## src/rtl/mlc_pkg.sv

```systemverilog
package mlc_pkg;
    localparam int N = 15;          // code length
    localparam int W = 4;           // row weight, checks per bit
    localparam int THRESH = 3;      // failing checks needed to invert a bit
    localparam int unsigned DIFF [W] = '{0, 8, 12, 14};

    typedef logic [N-1:0] word_t;
    typedef logic [W-1:0] chk_t;

    // bit position of the m-th member of row r
    function automatic int row_bit(input int r, input int m);
        return (r + int'(DIFF[m])) % N;
    endfunction

    // the k-th row that contains bit b
    function automatic int chk_row(input int b, input int k);
        return (b - int'(DIFF[k]) + N) % N;
    endfunction

    // full syndrome, used only by checks
    function automatic word_t syndrome(input word_t w);
        word_t s;
        for (int r = 0; r < N; r++) begin
            s[r] = 1'b0;
            for (int m = 0; m < W; m++) s[r] ^= w[row_bit(r, m)];
        end
        return s;
    endfunction
endpackage

```

## src/rtl/mlc_check_sum.sv

```systemverilog
module mlc_check_sum
    import mlc_pkg::*;
#(
    parameter int BIT = 0
) (
    input  word_t word,
    output chk_t  chk
);
    // four rows orthogonal on BIT, each a private tree of 2-input XORs
    for (genvar k = 0; k < W; k++) begin : g_row
        localparam int ROW = chk_row(BIT, k);
        logic lo, hi;
        assign lo = word[row_bit(ROW, 0)] ^ word[row_bit(ROW, 1)];
        assign hi = word[row_bit(ROW, 2)] ^ word[row_bit(ROW, 3)];
        assign chk[k] = lo ^ hi;
    end
endmodule

```

## src/rtl/mlc_majority.sv

```systemverilog
module mlc_majority
    import mlc_pkg::*;
(
    input  chk_t chk,
    output logic hit
);
    // 4-input bit sorting network, five compare-exchange cells
    logic a0, a1, a2, a3;
    logic b0, b1, b2, b3;
    logic s1, s2;

    assign a0 = chk[0] | chk[1];
    assign a1 = chk[0] & chk[1];
    assign a2 = chk[2] | chk[3];
    assign a3 = chk[2] & chk[3];
    assign b0 = a0 | a2;
    assign b2 = a0 & a2;
    assign b1 = a1 | a3;
    assign b3 = a1 & a3;
    assign s1 = b1 | b2;
    assign s2 = b1 & b2;

    // sorted high-to-low: b0, s1, s2, b3; THRESH = 3 picks the third
    logic [W-1:0] sorted;
    assign sorted = {b0, s1, s2, b3};
    assign hit = sorted[W - THRESH];
endmodule

```

## src/rtl/mlc_bit_slice.sv

```systemverilog
module mlc_bit_slice
    import mlc_pkg::*;
#(
    parameter int BIT = 0
) (
    input  word_t word_in,   // stage-1 source word
    output chk_t  chk_d,     // checks for BIT, to be registered
    input  chk_t  chk_q,     // registered checks
    input  logic  raw_q,     // registered raw bit
    output logic  fix_d      // decided bit, to be registered
);
    logic hit;

    mlc_check_sum #(.BIT(BIT)) i_sum (
        .word (word_in),
        .chk  (chk_d)
    );

    mlc_majority i_maj (
        .chk (chk_q),
        .hit (hit)
    );

    assign fix_d = raw_q ^ hit;
endmodule

```

## src/rtl/mlc_corrector.sv

```systemverilog
module mlc_corrector
    import mlc_pkg::*;
(
    input  logic        clk,
    input  logic        rst_n,
    input  logic        in_valid,
    input  logic [14:0] in_word,
    input  logic        redo_req,
    output logic        out_valid,
    output logic [14:0] out_word
);
    typedef struct packed {
        logic                v1;
        word_t               raw1;
        logic [N-1:0][W-1:0] chk1;
        logic                v2;
        word_t               raw2;
        word_t               fix2;
    } pipe_t;

    pipe_t st_d, st_q;

    logic  redo_take;
    word_t src;
    chk_t  chk_d [N];
    word_t fix_d;

    assign redo_take = redo_req & st_q.v2;
    assign src       = redo_take ? st_q.raw2 : in_word;

    for (genvar i = 0; i < N; i++) begin : g_slice
        mlc_bit_slice #(.BIT(i)) i_slice (
            .word_in (src),
            .chk_d   (chk_d[i]),
            .chk_q   (st_q.chk1[i]),
            .raw_q   (st_q.raw1[i]),
            .fix_d   (fix_d[i])
        );
    end

    always_comb begin
        st_d = st_q;
        st_d.v1   = in_valid | redo_take;
        st_d.raw1 = src;
        for (int i = 0; i < N; i++) st_d.chk1[i] = chk_d[i];
        st_d.v2   = st_q.v1;
        st_d.raw2 = st_q.raw1;
        st_d.fix2 = fix_d;
    end

    always_ff @(posedge clk) begin
        if (!rst_n) st_q <= '0;
        else        st_q <= st_d;
    end

    assign out_valid = st_q.v2;
    assign out_word  = st_q.fix2;

    // accepted input is delivered two cycles later
    a_r1_latency: assert property (@(posedge clk) disable iff (!rst_n)
        in_valid |=> ##1 out_valid);

    // no output without a source two cycles earlier
    a_r2_no_spurious: assert property (@(posedge clk) disable iff (!rst_n)
        (!in_valid && !(redo_req && out_valid)) |=> ##1 !out_valid);

    // a clean codeword passes unchanged
    a_r3_clean_pass: assert property (@(posedge clk) disable iff (!rst_n)
        (in_valid && !(redo_req && out_valid) && syndrome(in_word) == '0)
        |=> ##1 (out_word == $past(in_word, 2)));

    // a repeat reproduces the same corrected word
    a_r7_repeat_same: assert property (@(posedge clk) disable iff (!rst_n)
        (redo_req && out_valid) |=> ##1 (out_valid && out_word == $past(out_word, 2)));

    // an idle repeat request creates nothing
    a_r8_idle_redo: assert property (@(posedge clk) disable iff (!rst_n)
        (redo_req && !out_valid && !in_valid) |=> ##1 !out_valid);
endmodule

```

## config.mk

```make
export PLATFORM = sky130hd
export DESIGN_NAME = mlc_corrector
export DESIGN_NICKNAME = d
export VERILOG_FILES = /design/src/rtl/mlc_pkg.sv /design/src/rtl/mlc_check_sum.sv /design/src/rtl/mlc_majority.sv /design/src/rtl/mlc_bit_slice.sv /design/src/rtl/mlc_corrector.sv
export SDC_FILE = /design/constraint.sdc
export NUM_CORES = 1
export LEC_CHECK = 0
export BUFFER_PORTS_ARGS = -buffer_cell sky130_fd_sc_hd__buf_2
export CAP_MARGIN = 30
export CELL_PAD_IN_SITES_DETAIL_PLACEMENT = 1
export CELL_PAD_IN_SITES_GLOBAL_PLACEMENT = 1
export CORE_AREA = 10 10 98 143
export CTS_CLUSTER_SIZE = 25
export DETAILED_ROUTE_END_ITERATION = 8
export DIE_AREA = 0 0 108 153
export GPL_ROUTABILITY_DRIVEN = 0
export PLACE_DENSITY = 0.66
export SYNTH_ARGS = -nofsm -noshare
export SYNTH_HDL_FRONTEND = slang
export SYNTH_SLANG_ARGS = --single-unit
export TNS_END_PERCENT = 5
```

## constraint.sdc

```tcl
create_clock -name clk -period 1.48 [get_ports clk]
set_clock_uncertainty 0.2 [all_clocks]
set_input_delay 0.074 -clock clk [delete_from_list [all_inputs] [get_ports clk]]
set_output_delay 0.074 -clock clk [all_outputs]
set_load 0.005 [all_outputs]
```

==> results by group <==
Final layout
  – Antenna Cells: 0
  – Multi-input logic area: around 1700 µm²
  – Nets: 394
  – Layout cells sized above 1: a little over an eighth
  – Fill cells: 1,315
  – Register area: 1240 µm²
  – Fin util: 33.3%
  – Synth-to-Final Area Change: 13.0%

Yosys
  – Gate Count Post-Synth: approximately 380
  – Synth Area per Inst: roughly 8.9 µm²
  – Cell area after synthesis: 3380 µm²
  – Syn nets: around 400
  – Post-synthesis sequential area ratio: a little under two fifths
  – Distinct cells, synth: 16
  – YS warnings: 0
  – FF+latch count, synth: 62

Global route
  – Largest net degree at the start of global routing: 27
  – Grt ovf: 0
  – GRT Resource Usage Total: between 10% and 20%
  – First-pass GRT wire length: 14,300 µm
  – Initial antenna violation count: 0
  – Vias in the first global route: between 2k and 3k

Critical path
  – Crit-path max FO: 8
  – CP endpoint kind: flip-flop
  – Worst Path Required: 1500 ps
  – Crit start category: flip-flop
  – Crit Path Category: flip-flop to flip-flop
  – Crit path DAT: 1450 ps

Power and ir drop
  – P per Cell Area: 1200 nW/µm²
  – LEAKAGE: 0.00138 µW
  – Total Power: ~4600 µW
  – Peak VDD IR: around 0.00046 V

Route
  – Drt pass-1 iters: 4
  – DRT antenna net count: 0
  – Post-DR wirelength/cell: around 17 µm
  – Iter 0 DRT Violations: 77
  – Routed wire length: just under 9000 µm
  – Avg Vias per Cell: between 4 and 5
  – Via count: 2,464
  – DRC errors left: 0

CTS
  – Root Buffer: clkbuf_16
  – Sink Count: 62
  – Setup repair bufs after CTS: 0
  – CTS buffer count: 9
  – CTS-repair resized insts: 0
  – H-tree depth: 3
  – Clock latency on the worst-skew pair: ~330 ps
  – Reg clk slew, reported paths: 50 ps
  – CTS tree: done
  – CTS max path bufs: 2

STA
  – Fin crit period: around 1400 ps
  – Tightest Pin Transition: 523 ps
  – Count of pins over their slew limit: 0
  – RSZ-0062 raised after global routing: no
  – Fmax achieved: 0.699 GHz
  – Final setup fails: 0
  – Part of the cycle the worst path needs: a little over nine tenths
  – Fin Setup TNS: 0 ps
  – Post-route setup slack: 49.7 ps
  – Fin. Hold Viols: 0
  – Slew margin rel.: 65.0%

Flow run
  – Max_cap viols: 0

Floorplanning
  – Initial Util: 29.4%
  – Io pins: 35
  – Rows: 48
  – Core Footprint: 11,500 µm²
  – DIE HEIGHT: 153 µm
  – Die area: 16,500 µm²
  – Die X: roughly 110 µm

Worst hold path
  – Hold Path Class: input pin to flip-flop

Outcome
  – Status: complete, no violations

Placed design
  – Post-DP HPWL: between 6000 and 7000 µm
  – Port Buffers: 34
  – DP Worst Slack: ~84 ps
-- cell families after synthesis --
family	synth area share [%]
compound gates	18.6
buf+inv	11.7
flops	36.8
simple gates	9.67
xor+xnor	23.3
-- worst max-delay path, cell delays in order (launching register included) --
cell      delay (ps)
dfxtp_1          520
o211ai_1         210
and3_1           220
o21a_1           170
-- state kept, by name (all words and copies together), names as in the netlist --
signal / flops
out_word: 15
st_d: 16
st_q: 30
out_valid: 1
-- power breakdown --
group	internal [µW]	switching, µW	leakage (µW)	total (µW)
logic	366	309	0.000738	675
registers	1810	205	0.000513	2010
clock network	1210	690	0.000133	1900
-- cells in the mapped netlist --
library cell	instances	area (µm²)
xnor2_1	90	788
dfxtp_1	62	1240
buf_2	50	250
nand2_1	32	120
o211ai_1	30	225
buf_4	18	135
and2_1	17	106
o21a_1	16	120
a21oi_1	15	75.1
and3_1	15	93.8
o22ai_1	15	93.8
a21boi_1	8	60.1
a21boi_0	7	52.6
clkbuf_1	1	3.75
clkbuf_2	1	5.00
nand2_2	1	6.26
-- layout by cell type (no fill, tap or decap), drive strengths merged --
cell and instances:
xnor2 90, dfxtp 62, buf 39, nand2 33, o211ai 30, and2 17, dlygate4sd3 17, o21a 16
o22ai 15, and3 15, a21oi 15, a21boi 15, clkbuf 14, clkinv 1
-- layout make-up --
class	instances	area share [%]
clock buffer	14	6.92
clock inverter	1	0.131
multi-input combinational	246	45.6
sequential	62	32.5
tap	150	4.92
timing repair buffer	56	9.90
-- routing by layer --
metal  vias to the layer above  global-route usage [%]  wire, µm
li1                       1216                       -         -
met1                      1175                    11.1      3370
met2                        56                    20.5      4890
met3                        17                    2.31       280
met4                         0                    5.68       242
met5                         -                       0         0
-- path summary, 6_finish.rpt --
kind                            startpoint     endpoint  slack (ps)  depth (start not counted)
worst min-delay path              redo_req     st_d[28]          90                          5
worst max-delay path              st_q[40]  out_word[9]          50                          3
worst min register to register    st_d[30]    out_valid         240                          1
worst max register to register    st_q[40]  out_word[9]          50                          3
-- repair_timing --
item                                    in CTS  in global routing
hold endpoints to repair                    17                  0
endpoints found under the setup margin       0                  0
hold buffers                                17                  0
-- through the flow --
step	hold slack, ps	std cells	cell area [µm²]
after floorplan	-2.18	378	3380
after global placement	90.1	497	3380
after detailed placement	105	497	3380
after CTS	83.9	529	3820
after global routing	115	529	3820
final	88.1	529	3820
(Power assumes the default switching activity.)
